## config.mk

```make
export PLATFORM = sky130hd
export DESIGN_NAME = ilv_wl_decoder
export DESIGN_NICKNAME = d
export VERILOG_FILES = /design/src/rtl/ilv_wl_pkg.sv /design/src/rtl/ilv_wl_fsm.sv /design/src/rtl/ilv_row_drv.sv /design/src/rtl/ilv_col_drv.sv /design/src/rtl/ilv_cell_array.sv /design/src/rtl/ilv_wl_decoder.sv
export SDC_FILE = /design/constraint.sdc
export NUM_CORES = 2
export LEC_CHECK = 0
export ABC_AREA = 1
export BUFFER_PORTS_ARGS = -buffer_cell sky130_fd_sc_hd__buf_2
export CAP_MARGIN = 10
export CORE_UTILIZATION = 50
export CTS_BUF_LIST = sky130_fd_sc_hd__clkbuf_4 sky130_fd_sc_hd__clkbuf_8
export DETAILED_ROUTE_END_ITERATION = 16
export PLACE_DENSITY_LB_ADDON = 0.12
export SLEW_MARGIN = 20
export SYNTH_ARGS = -nofsm -noshare
export SYNTH_HDL_FRONTEND = slang
export SYNTH_HIERARCHICAL = 1
export SYNTH_SLANG_ARGS = --single-unit
```

## constraint.sdc

```tcl
create_clock -name clk -period 9.1 [get_ports clk]
set_input_delay 0.455 -clock clk [delete_from_list [all_inputs] [get_ports clk]]
set_output_delay 0.455 -clock clk [all_outputs]
set_load 0.01 [all_outputs]
```

## src/rtl/ilv_wl_pkg.sv

```systemverilog
package ilv_wl_pkg;

    // Controller states: idle rows, read access, write access, conflicting pulses
    typedef enum logic [1:0] {
        ST_HOLD  = 2'd0,
        ST_READ  = 2'd1,
        ST_WRITE = 2'd2,
        ST_CLASH = 2'd3
    } wl_state_e;

endpackage

```

## src/rtl/ilv_wl_fsm.sv

```systemverilog
module ilv_wl_fsm
    import ilv_wl_pkg::*;
#(
    parameter int ADDR_W = 6
) (
    input  logic              clk,
    input  logic              rst_n,
    input  logic [ADDR_W-1:0] addr,
    input  logic              rd_pulse,
    input  logic              wr_pulse,
    output wl_state_e         state,
    output logic [ADDR_W-1:0] lat_addr
);

    wl_state_e state_q;
    wl_state_e state_d;
    logic      load_addr;

    // Next-state choice: every state uses the same four named transitions
    always_comb begin
        state_d = ST_HOLD;
        unique case (state_q)
            ST_HOLD, ST_READ, ST_WRITE, ST_CLASH: begin
                if (rd_pulse && wr_pulse)   state_d = ST_CLASH;   // go_clash
                else if (rd_pulse)          state_d = ST_READ;    // go_read
                else if (wr_pulse)          state_d = ST_WRITE;   // go_write
                else                        state_d = ST_HOLD;    // go_hold
            end
            default:                        state_d = ST_HOLD;
        endcase
    end

    // Capture the address only on entry to an access state
    always_comb begin
        load_addr = 1'b0;
        unique case (state_d)
            ST_READ:  load_addr = (state_q != ST_READ);
            ST_WRITE: load_addr = (state_q != ST_WRITE);
            default:  load_addr = 1'b0;
        endcase
    end

    always_ff @(posedge clk or negedge rst_n) begin
        if (!rst_n) begin
            state_q <= ST_HOLD;
        end else begin
            state_q <= state_d;
        end
    end

    always_ff @(posedge clk or negedge rst_n) begin
        if (!rst_n) begin
            lat_addr <= '0;
        end else if (load_addr) begin
            lat_addr <= addr;
        end
    end

    assign state = state_q;

endmodule

```

## src/rtl/ilv_row_drv.sv

```systemverilog
module ilv_row_drv
    import ilv_wl_pkg::*;
#(
    parameter int ROW_BITS = 4,
    parameter int NROW     = 1 << ROW_BITS
) (
    input  wl_state_e           state,
    input  logic [ROW_BITS-1:0] row_addr,
    output logic [NROW-1:0]     row_rd_wl,
    output logic [NROW-1:0]     row_wr_wl_n,
    output logic [NROW-1:0]     row_vgnd
);

    for (genvar r = 0; r < NROW; r++) begin : g_row
        logic hit;
        assign hit = (row_addr == ROW_BITS'(r));

        always_comb begin
            // hold levels unless this row is the accessed one
            row_rd_wl[r]   = 1'b0;
            row_wr_wl_n[r] = 1'b1;
            row_vgnd[r]    = 1'b1;
            unique case (state)
                ST_READ: begin
                    row_rd_wl[r] = hit;
                    row_vgnd[r]  = !hit;
                end
                ST_WRITE: begin
                    row_rd_wl[r]   = hit;
                    row_wr_wl_n[r] = !hit;
                end
                ST_HOLD, ST_CLASH: begin
                    row_rd_wl[r]   = 1'b0;
                end
                default: begin
                    row_rd_wl[r]   = 1'b0;
                end
            endcase
        end
    end

endmodule

```

## src/rtl/ilv_col_drv.sv

```systemverilog
module ilv_col_drv
    import ilv_wl_pkg::*;
#(
    parameter int COL_BITS = 2,
    parameter int NGRP     = 1 << COL_BITS
) (
    input  wl_state_e           state,
    input  logic [COL_BITS-1:0] col_addr,
    output logic [NGRP-1:0]     col_sel,
    output logic [NGRP-1:0]     grp_wr_wl
);

    for (genvar g = 0; g < NGRP; g++) begin : g_grp
        logic hit;
        assign hit = (col_addr == COL_BITS'(g));

        always_comb begin
            col_sel[g]   = 1'b0;
            grp_wr_wl[g] = 1'b0;
            unique case (state)
                ST_READ: begin
                    col_sel[g] = hit;
                end
                ST_WRITE: begin
                    col_sel[g]   = hit;
                    grp_wr_wl[g] = hit;
                end
                ST_HOLD, ST_CLASH: begin
                    col_sel[g] = 1'b0;
                end
                default: begin
                    col_sel[g] = 1'b0;
                end
            endcase
        end
    end

endmodule

```

## src/rtl/ilv_cell_array.sv

```systemverilog
module ilv_cell_array #(
    parameter int NROW   = 16,
    parameter int NGRP   = 4,
    parameter int WORD_W = 16
) (
    input  logic              clk,
    input  logic              rst_n,
    input  logic [NROW-1:0]   row_rd_wl,
    input  logic [NROW-1:0]   row_wr_wl_n,
    input  logic [NROW-1:0]   row_vgnd,
    input  logic [NGRP-1:0]   grp_wr_wl,
    input  logic [NGRP-1:0]   col_sel,
    input  logic [WORD_W-1:0] wr_data,
    output logic [WORD_W-1:0] rd_data
);

    localparam int NPHYS = WORD_W * NGRP;
    localparam int RB    = (NROW > 1) ? $clog2(NROW) : 1;
    localparam int CB    = (NGRP > 1) ? $clog2(NGRP) : 1;

    logic [NPHYS-1:0] cells [NROW];
    logic [RB-1:0]    rsel;
    logic [CB-1:0]    csel;
    logic             rhit;

    // A cell changes only where its row write line and its group write line meet
    always_ff @(posedge clk or negedge rst_n) begin
        if (!rst_n) begin
            for (int r = 0; r < NROW; r++) begin
                cells[r] <= '0;
            end
        end else begin
            for (int r = 0; r < NROW; r++) begin
                for (int p = 0; p < NPHYS; p++) begin
                    if (row_rd_wl[r] && !row_wr_wl_n[r] && grp_wr_wl[p % NGRP]) begin
                        cells[r][p] <= wr_data[p / NGRP];
                    end
                end
            end
        end
    end

    // Read path: the row with a grounded foot and a raised word-line
    always_comb begin
        rsel = '0;
        rhit = 1'b0;
        for (int r = 0; r < NROW; r++) begin
            if (row_rd_wl[r] && !row_vgnd[r]) begin
                rsel = RB'(r);
                rhit = 1'b1;
            end
        end
    end

    always_comb begin
        csel = '0;
        for (int g = 0; g < NGRP; g++) begin
            if (col_sel[g]) begin
                csel = CB'(g);
            end
        end
    end

    // Sense latch: captures during read, holds otherwise
    always_ff @(posedge clk or negedge rst_n) begin
        if (!rst_n) begin
            rd_data <= '0;
        end else if (rhit) begin
            for (int b = 0; b < WORD_W; b++) begin
                rd_data[b] <= cells[rsel][b * NGRP + int'(csel)];
            end
        end
    end

endmodule

```

## src/rtl/ilv_wl_decoder.sv

```systemverilog
module ilv_wl_decoder
    import ilv_wl_pkg::*;
#(
    parameter int ADDR_W   = 6,
    parameter int COL_BITS = 2,
    parameter int WORD_W   = 16,
    localparam int ROW_BITS = ADDR_W - COL_BITS,
    localparam int NROW     = 1 << ROW_BITS,
    localparam int NGRP     = 1 << COL_BITS
) (
    input  logic              clk,
    input  logic              rst_n,
    input  logic [ADDR_W-1:0] addr,
    input  logic              rd_pulse,
    input  logic              wr_pulse,
    input  logic [WORD_W-1:0] wr_data,
    output logic [NROW-1:0]   row_rd_wl,
    output logic [NROW-1:0]   row_wr_wl_n,
    output logic [NROW-1:0]   row_vgnd,
    output logic [NGRP-1:0]   grp_wr_wl,
    output logic [NGRP-1:0]   col_sel,
    output logic [WORD_W-1:0] rd_data
);

    wl_state_e         state;
    logic [ADDR_W-1:0] lat_addr;

    ilv_wl_fsm #(
        .ADDR_W (ADDR_W)
    ) u_fsm (
        .clk      (clk),
        .rst_n    (rst_n),
        .addr     (addr),
        .rd_pulse (rd_pulse),
        .wr_pulse (wr_pulse),
        .state    (state),
        .lat_addr (lat_addr)
    );

    ilv_row_drv #(
        .ROW_BITS (ROW_BITS),
        .NROW     (NROW)
    ) u_rows (
        .state       (state),
        .row_addr    (lat_addr[ADDR_W-1:COL_BITS]),
        .row_rd_wl   (row_rd_wl),
        .row_wr_wl_n (row_wr_wl_n),
        .row_vgnd    (row_vgnd)
    );

    ilv_col_drv #(
        .COL_BITS (COL_BITS),
        .NGRP     (NGRP)
    ) u_cols (
        .state     (state),
        .col_addr  (lat_addr[COL_BITS-1:0]),
        .col_sel   (col_sel),
        .grp_wr_wl (grp_wr_wl)
    );

    ilv_cell_array #(
        .NROW   (NROW),
        .NGRP   (NGRP),
        .WORD_W (WORD_W)
    ) u_array (
        .clk         (clk),
        .rst_n       (rst_n),
        .row_rd_wl   (row_rd_wl),
        .row_wr_wl_n (row_wr_wl_n),
        .row_vgnd    (row_vgnd),
        .grp_wr_wl   (grp_wr_wl),
        .col_sel     (col_sel),
        .wr_data     (wr_data),
        .rd_data     (rd_data)
    );

endmodule

```

### After elaboration in Yosys (flattened, before gate mapping)

Index checks and enable logic that the tools add are counted.

| cells by class | value |
|---|---|
| add/sub/neg operators | 15 |
| $lt $le $gt $ge | 17 |
| eq/ne operators | 25 |
| mux-type cells | 145 |
| bitwise operators | 1 |
| reductions and logical operators | 151 |

Operators by type and width:

| cell | number |
|---|---|
| less-than comparator 32 x 8 -> 1 bit (second input constant) | 15 |
| binary-select mux 64 bit (select 4 bit) | 1 |
| 2-to-1 mux 64 bit | 2 |
| logical AND 1 bit | 97 |
| binary-select mux 1 bit (select 6 bit) | 15 |
| 2-to-1 mux 1 bit | 85 |
| adder 6 x 2 -> 7 bit (first input constant) | 8 |
| logical NOT 1 bit | 48 |
| one-hot mux 1 bit (2 select lines) | 21 |
| == test 4 bit (second input constant) | 8 |
| 2-to-1 mux 4 bit | 8 |
| adder 5 x 2 -> 6 bit (first input constant) | 4 |
| == test 4 x 3 -> 1 bit (second input constant) | 4 |
| 2-to-1 mux 2 bit | 8 |
| 2-to-1 mux 3 bit | 4 |
| adder 4 x 2 -> 5 bit (first input constant) | 2 |
| == test 2 bit (second input constant) | 5 |
| == test 4 x 2 -> 1 bit (second input constant) | 2 |
| less-than comparator 2 x 7 -> 1 bit (second input constant) | 1 |
| == test 2 x 1 -> 1 bit (second input constant) | 3 |
| greater-or-equal comparator 5 bit (second input constant) | 1 |
| inverter 4 -> 5 bit | 1 |
| adder 3 x 2 -> 4 bit (first input constant) | 1 |
| == test 4 x 1 -> 1 bit (second input constant) | 1 |
| 7 further kinds | 9 |

| storage, ports and cells | value |
|---|---|
| flip-flop bits (word level) | 1048 |
| bits of input ports | 26 |
| output and inout bits | 72 |
| word-level logic and storage cells | 421 |

### Longest topological paths before layout

| depth | value |
|---|---|
| depth in word-level cells | 27 |
| mapped depth | 33 |
| depth with buffers taken out | 30 |

### Modules after synthesis

The synthesis kept the hierarchy.

By module, submodules not included:

| module | instances | cells each | area an instance (um^2) | sequential area each (um^2) |
|---|---|---|---|---|
| ilv_cell_array | 1 | 6518 | 49862.8 | 26025.0 |
| ilv_row_drv | 1 | 100 | 417.9 | 0.0 |
| ilv_wl_fsm | 1 | 39 | 390.4 | 200.2 |
| ilv_col_drv | 1 | 17 | 72.6 | 0.0 |

### Worst setup path after synthesis

No wires, ideal clock.

| timing path | value |
|---|---|
| kind | reg-to-reg |
| start point | register u_fsm.state_q[0], in the netlist u_fsm/state[0] |
| end point | register u_array.rd_data[1] |
| setup time | 118 ps |
| arrival | 3225 ps |
| data required time | 8982 ps |
| path slack | 5757 ps |
| cell stages (with the launch flop) | 30 |
| path buffers | 3 |
| clock period less this slack | 3343 ps |
| cells stage by stage | dfrtp_1 > inv_1 > ha_1 > buf_2 > nor3_1 > nand2_1 > nand2_1 > nand2_1 > nand2_1 > nand2_1 > nand2_1 > nand2_1 > nand2_1 > nand2_1 > nand2_1 > nand2_1 > nand2_1 > nand2_2 > nand2_4 > buf_6 > buf_2 > nand2_1 > nand3_1 > nand3_1 > nand3_1 > nand3_1 > nand3_1 > nand2_1 > nand2_1 > nand2_1 |

| between the ends | value |
|---|---|
| elaborated cells between the ends (all ways) | 115 |
| those cells by class | add/sub: 1; eq/ne: 3; mux: 75; bitwise: 1; reduce/logical: 35 |

RTL lines:

| element | line | RTL |
|---|---|---|
| start, declared | ilv_wl_fsm.sv:15 | `wl_state_e state_q;` |
| start signal, assigned | ilv_wl_fsm.sv:47 | `state_q <= state_d;` |
| == test 2 bit (tied with other cells) | ilv_row_drv.sv:23 | `unique case (state)` |
| OR reduction 2 bit (on tied branches) | - |  |
| one-hot mux 1 bit (2 select lines) * | ilv_row_drv.sv:23 |  |
| net row_rd_wl[3] | ilv_wl_decoder.sv:17 | `output logic [NROW-1:0] row_rd_wl,` |
| logical AND 1 bit * | ilv_cell_array.sv:48 | `if (row_rd_wl[r] && !row_vgnd[r]) begin` |
| 2-to-1 mux 2 bit | ilv_cell_array.sv:48 |  |
| 2-to-1 mux 3 bit (4 in series) | ilv_cell_array.sv:48 |  |
| 2-to-1 mux 4 bit (8 in series) | ilv_cell_array.sv:48 |  |
| inverter 4 -> 5 bit (not written as such) | ilv_cell_array.sv:70 | `rd_data[b] <= cells[rsel][b * NGRP + int'(csel)];` |
| binary-select mux 64 bit (select 4 bit) | ilv_cell_array.sv:70 |  |
| 2-to-1 mux 64 bit (not written as such) (2 in series) | ilv_cell_array.sv:70 |  |
| binary-select mux 1 bit (select 6 bit) | ilv_cell_array.sv:70 |  |
| 2-to-1 mux 1 bit (not written as such) (2 in series) | ilv_cell_array.sv:70 |  |
| end signal, assigned by index | ilv_cell_array.sv:70 |  |
| end, declared | ilv_cell_array.sv:14 | `output logic [WORD_W-1:0] rd_data` |

Mark *: on every way through the listed nets, which the timed path passes. The rest lies on a longest branch. The select of a mux whose other input is x is not followed.
A chain may end at the register's enable or synchronous reset.

### Worst setup path in the final report

| timing path | value |
|---|---|
| start point | register u_fsm.state_q[0], in the netlist u_fsm/state[0] |
| end point | register u_array.rd_data[3] |

| between the ends | value |
|---|---|
| longest elaborated chain between the ends | 26 |
| elaborated cells between the ends (all ways) | 115 |
| those cells by class | add/sub: 1; eq/ne: 3; mux: 75; bitwise: 1; reduce/logical: 35 |

Ends and longest elaborated chain:

| element | line |
|---|---|
| == test 2 bit (tied with other cells) | ilv_row_drv.sv:23, ilv_col_drv.sv:20 |
| OR reduction 2 bit (tied with other cells) | ilv_row_drv.sv:23, ilv_col_drv.sv:20 |
| one-hot mux 1 bit (2 select lines) / logical NOT 1 bit (equally long branches) | ilv_row_drv.sv:23, ilv_cell_array.sv:48 |
| logical AND 1 bit | ilv_cell_array.sv:48 |
| 2-to-1 mux 1 bit | ilv_cell_array.sv:48 |
| 2-to-1 mux 2 bit (2 in series) | ilv_cell_array.sv:48 |
| 2-to-1 mux 3 bit (4 in series) | ilv_cell_array.sv:48 |
| 2-to-1 mux 4 bit (8 in series) | ilv_cell_array.sv:48 |
| inverter 4 -> 5 bit (not written as such) | ilv_cell_array.sv:70 |
| binary-select mux 64 bit (select 4 bit) | ilv_cell_array.sv:70 |
| 2-to-1 mux 64 bit (not written as such) (2 in series) | ilv_cell_array.sv:70 |
| binary-select mux 1 bit (select 6 bit) | ilv_cell_array.sv:70 |
| 2-to-1 mux 1 bit (not written as such) (2 in series) | ilv_cell_array.sv:70 |

Several ways; a longest one is shown, not always the timed one. The select of a mux whose other input is x is not followed.

==> flow_summary_export.csv <==
group,metric,value,unit
route,wl_per_cell,21.7,um
setup_path,worstSetupStartpointType,"flip-flop",
route,viasPerCell,5.73,
logic_synthesis,syn_nets,6705,
clock_tree,post_cts_buffers,0,
power,clockPowerShare,44.8,%
setup_path,cp_slowest_stage_delay,780,ps
floorplanning,dieArea,103000,um2
logic_synthesis,synth_cell_type_count,26,
route,dr.pass1.iters,6,
cells_and_area,nets,6531,
sta,slew_violations,0,
clock_tree,cts.sinks,1048,
setup_path,worst_ep_required_time,9890,ps
clock_tree,hold_buffers,10,
setup_path,path_max_fanout,140,
setup_path,cp-end-kind,"flip-flop",
global_route,grt_pass1_vias,42589,
sta,finalSetupTns,0,ps
setup_path,criticalPathCategory,"flip-flop to flip-flop",
global_route,overflow,0,
sta,finalCritPeriodShare,65.3,%
sta,setup_ws,3160,ps
power,internal-power,7.37,mW
sta,max_slew.worst_pin.slew,1160,ps
global_route,grt_use_total,34.1,%
floorplanning,io_pins,98,
clock_tree,htreeDepth,4,
clock_tree,clockRootBuffer,"clkbuf_8",
sta,finalClockSkew,54.6,ps
sta,rsz0062_at_grt,"no",
power,finalPower,10.0,mW
setup_path,cp.arrival,6730,ps
global_route,grt_max_degree,202,
route,dr.first_iter.drc_count,5115,
global_route,grt_pass1_wl,268,mm
setup_path,crit_top_cell,"nand2_1",
logic_synthesis,syn_area_per_cell,7.60,um2
placement,place_ws,3340,ps
sta,slew_headroom,22.4,%
power,seqPwrFrac,47.8,%
placement,detailed_place_hpwl,96.2,mm
route,vias,45813,
clock_tree,postCtsResizedCells,0,
route,antenna_left,0,
floorplanning,initial_core_util,50.6,%
logic_synthesis,yosys_warnings,6,
sta,setup_viol,0,
power,switchingPower,2.65,mW
clock_tree,clk_latency,880,ps
clock_tree,clk_pin_slew,60,ps
run_status,status,"finished, final reports clean",
route,drcViolationCount,0,
floorplanning,die_x,321,um
power,comb_power_share,7.4,%
sta,period_needed,5940,ps
logic_synthesis,netlist_area,50700,um2
sta,final_hold_viol_count,0,
cells_and_area,drive_gt1_share,8.72,%
logic_synthesis,ys_seq_area_share,51.7,%
power,ir_worst_vdd,0.000108,V
placement,globalplace.congestion,0.912,
placement,io_buffers,97,
sta,clock.fmax,168,MHz
power,p_per_area,180,nW/um2
logic_synthesis,synth-seq-cells,1048,
cells_and_area,area_delta_synth_final,9.53,%
setup_path,crit_slowest_cell,"nand2_8",
flow_run,maxCapViolCount,0,
clock_tree,clock_path_buffers,3,
floorplanning,rows,116,
logic_synthesis,synthCells,6674,
power,p_leak,30.0,nW
setup_path,ff2ff_setup_slack,3160,ps
floorplanning,core,100000,um2
clock_tree,cts_tree,"yes",
route,totalWireLength,174,mm
min_path,worstHoldPathType,"input port to flip-flop",
global_route,antenna_found_initial,5,
clock_tree,cts_buffers,183,
floorplanning,die_h,321,um
power,p_sw_share,26.5,%
==> power groups by stage <==
stage	clock (mW)	combinational (mW)	sequential [mW]
after floorplan	0	0.324	4.85
after CTS	4.57	0.733	4.79
final	4.49	0.744	4.79
after global routing	4.79	0.798	4.79
after detailed placement	0	0.728	4.87
after global placement	0	0.727	4.87
==> worst max-delay path, delay by kind of cell (launching register included) <==
kind	cells	cell delay (ps)
adder cells (fa/ha/maj)	1	520
AND/OR/NAND/NOR	26	3960
flip-flops	1	450
buffers and inverters	3	720
==> cell usage after synthesis <==
cell type / n / area share [%]
a211oi_1: 1 / 0.015
a21oi_1: 2 / 0.020
a31oi_1: 1 / 0.012
buf_1: 29 / 0.21
buf_2: 61 / 0.60
buf_4: 48 / 0.71
buf_6: 5 / 0.11
clkbuf_1: 433 / 3.2
clkbuf_2: 2 / 0.020
clkinv_1: 16 / 0.12
dfrtp_1: 1048 / 52
ha_1: 5 / 0.12
inv_1: 309 / 2.3
inv_2: 5 / 0.037
nand2_1: 2401 / 18
nand2_2: 2 / 0.025
nand2_4: 1 / 0.022
nand3_1: 1155 / 11
nand3_4: 3 / 0.10
nand3b_1: 64 / 0.95
nand4_1: 6 / 0.074
nor2_1: 43 / 0.32
nor2_2: 1 / 0.012
nor3_1: 7 / 0.069
o21ai_0: 1025 / 10
o21bai_1: 1 / 0.015
==> registers in the layout (all words and copies together), names as in the netlist <==
signal and cells:
u_fsm/lat_addr 6, u_array/cells 1024, u_fsm/state 2, u_array/rd_data 16
==> layout by cell type (no fill, tap or decap), types with 7 or more instances in the layout <==
master,count
buf_12,12
dlygate4sd3_1,10
inv_2,20
nand2_1,2401
nand3b_1,64
buf_4,99
buf_2,96
clkbuf_4,67
o21ai_0,1024
inv_1,307
nand3_1,1134
dfrtp_1,1048
clkinv_2,8
clkbuf_8,223
nor3_1,7
nor2_1,41
nand3_2,21
==> routing by layer <==
metal,global-route usage (%),vias up,wire [um]
li1,-,21252,-
met1,48.1,22124,74300
met2,50.4,2105,75600
met3,7.55,330,16600
met4,14.7,2,7220
met5,0,-,13
==> per-stage QoR <==
step           hold WS (ps)  util (%)  instance area [um2]  std cells
3_3_place_gp            457      51.4                51600       7661
6_report                275      55.4                55600       7990
4_1_cts                 270      55.4                55500       7984
2_1_floorplan           159         -                50700       6674
5_1_grt                 310      55.4                55600       7988
3_5_place_dp            464      51.5                51600       7661
==> cell families (layout without fill, tap and decap cells) <==
group	count (synthesis)	after routing	share of synthesized area (%)
compound gates	1030	1030	10.2
buf+inv	908	862	7.30
simple gates	3683	3683	30.7
flops	1048	1048	51.7
fa+ha+maj	5	5	0.123
other cells	0	5	0
==> final cells by class <==
type                       count  area [um2]
timing repair buffer         219        1610
tap                         1357        1700
inverter                     330        1250
sequential                  1048       26200
multi-input combinational   4718       21000
fill                        9737       44700
clock inverter                23         219
clock buffer                 290        3570
antenna                        5        12.5
==> worst paths after layout <==
kind / endpoint / start / cells after the start
worst max-delay path: u_array/rd_data[3]$_DFFE_PN0P_ / u_fsm/state[0]$_DFF_PN0_ / 30
worst min register to register: u_array/cells[986]$_DFFE_PN0P_ / u_array/cells[986]$_DFFE_PN0P_ / 2
min in group asynchronous: u_array/cells[847]$_DFFE_PN0P_ / rst_n / 2
worst max register to register: u_array/rd_data[3]$_DFFE_PN0P_ / u_fsm/state[0]$_DFF_PN0_ / 30
worst min-delay path: u_array/cells[579]$_DFFE_PN0P_ / wr_data[0] / 4
max in group asynchronous: u_array/cells[440]$_DFFE_PN0P_ / rst_n / 4
(Power assumes the default switching activity.)
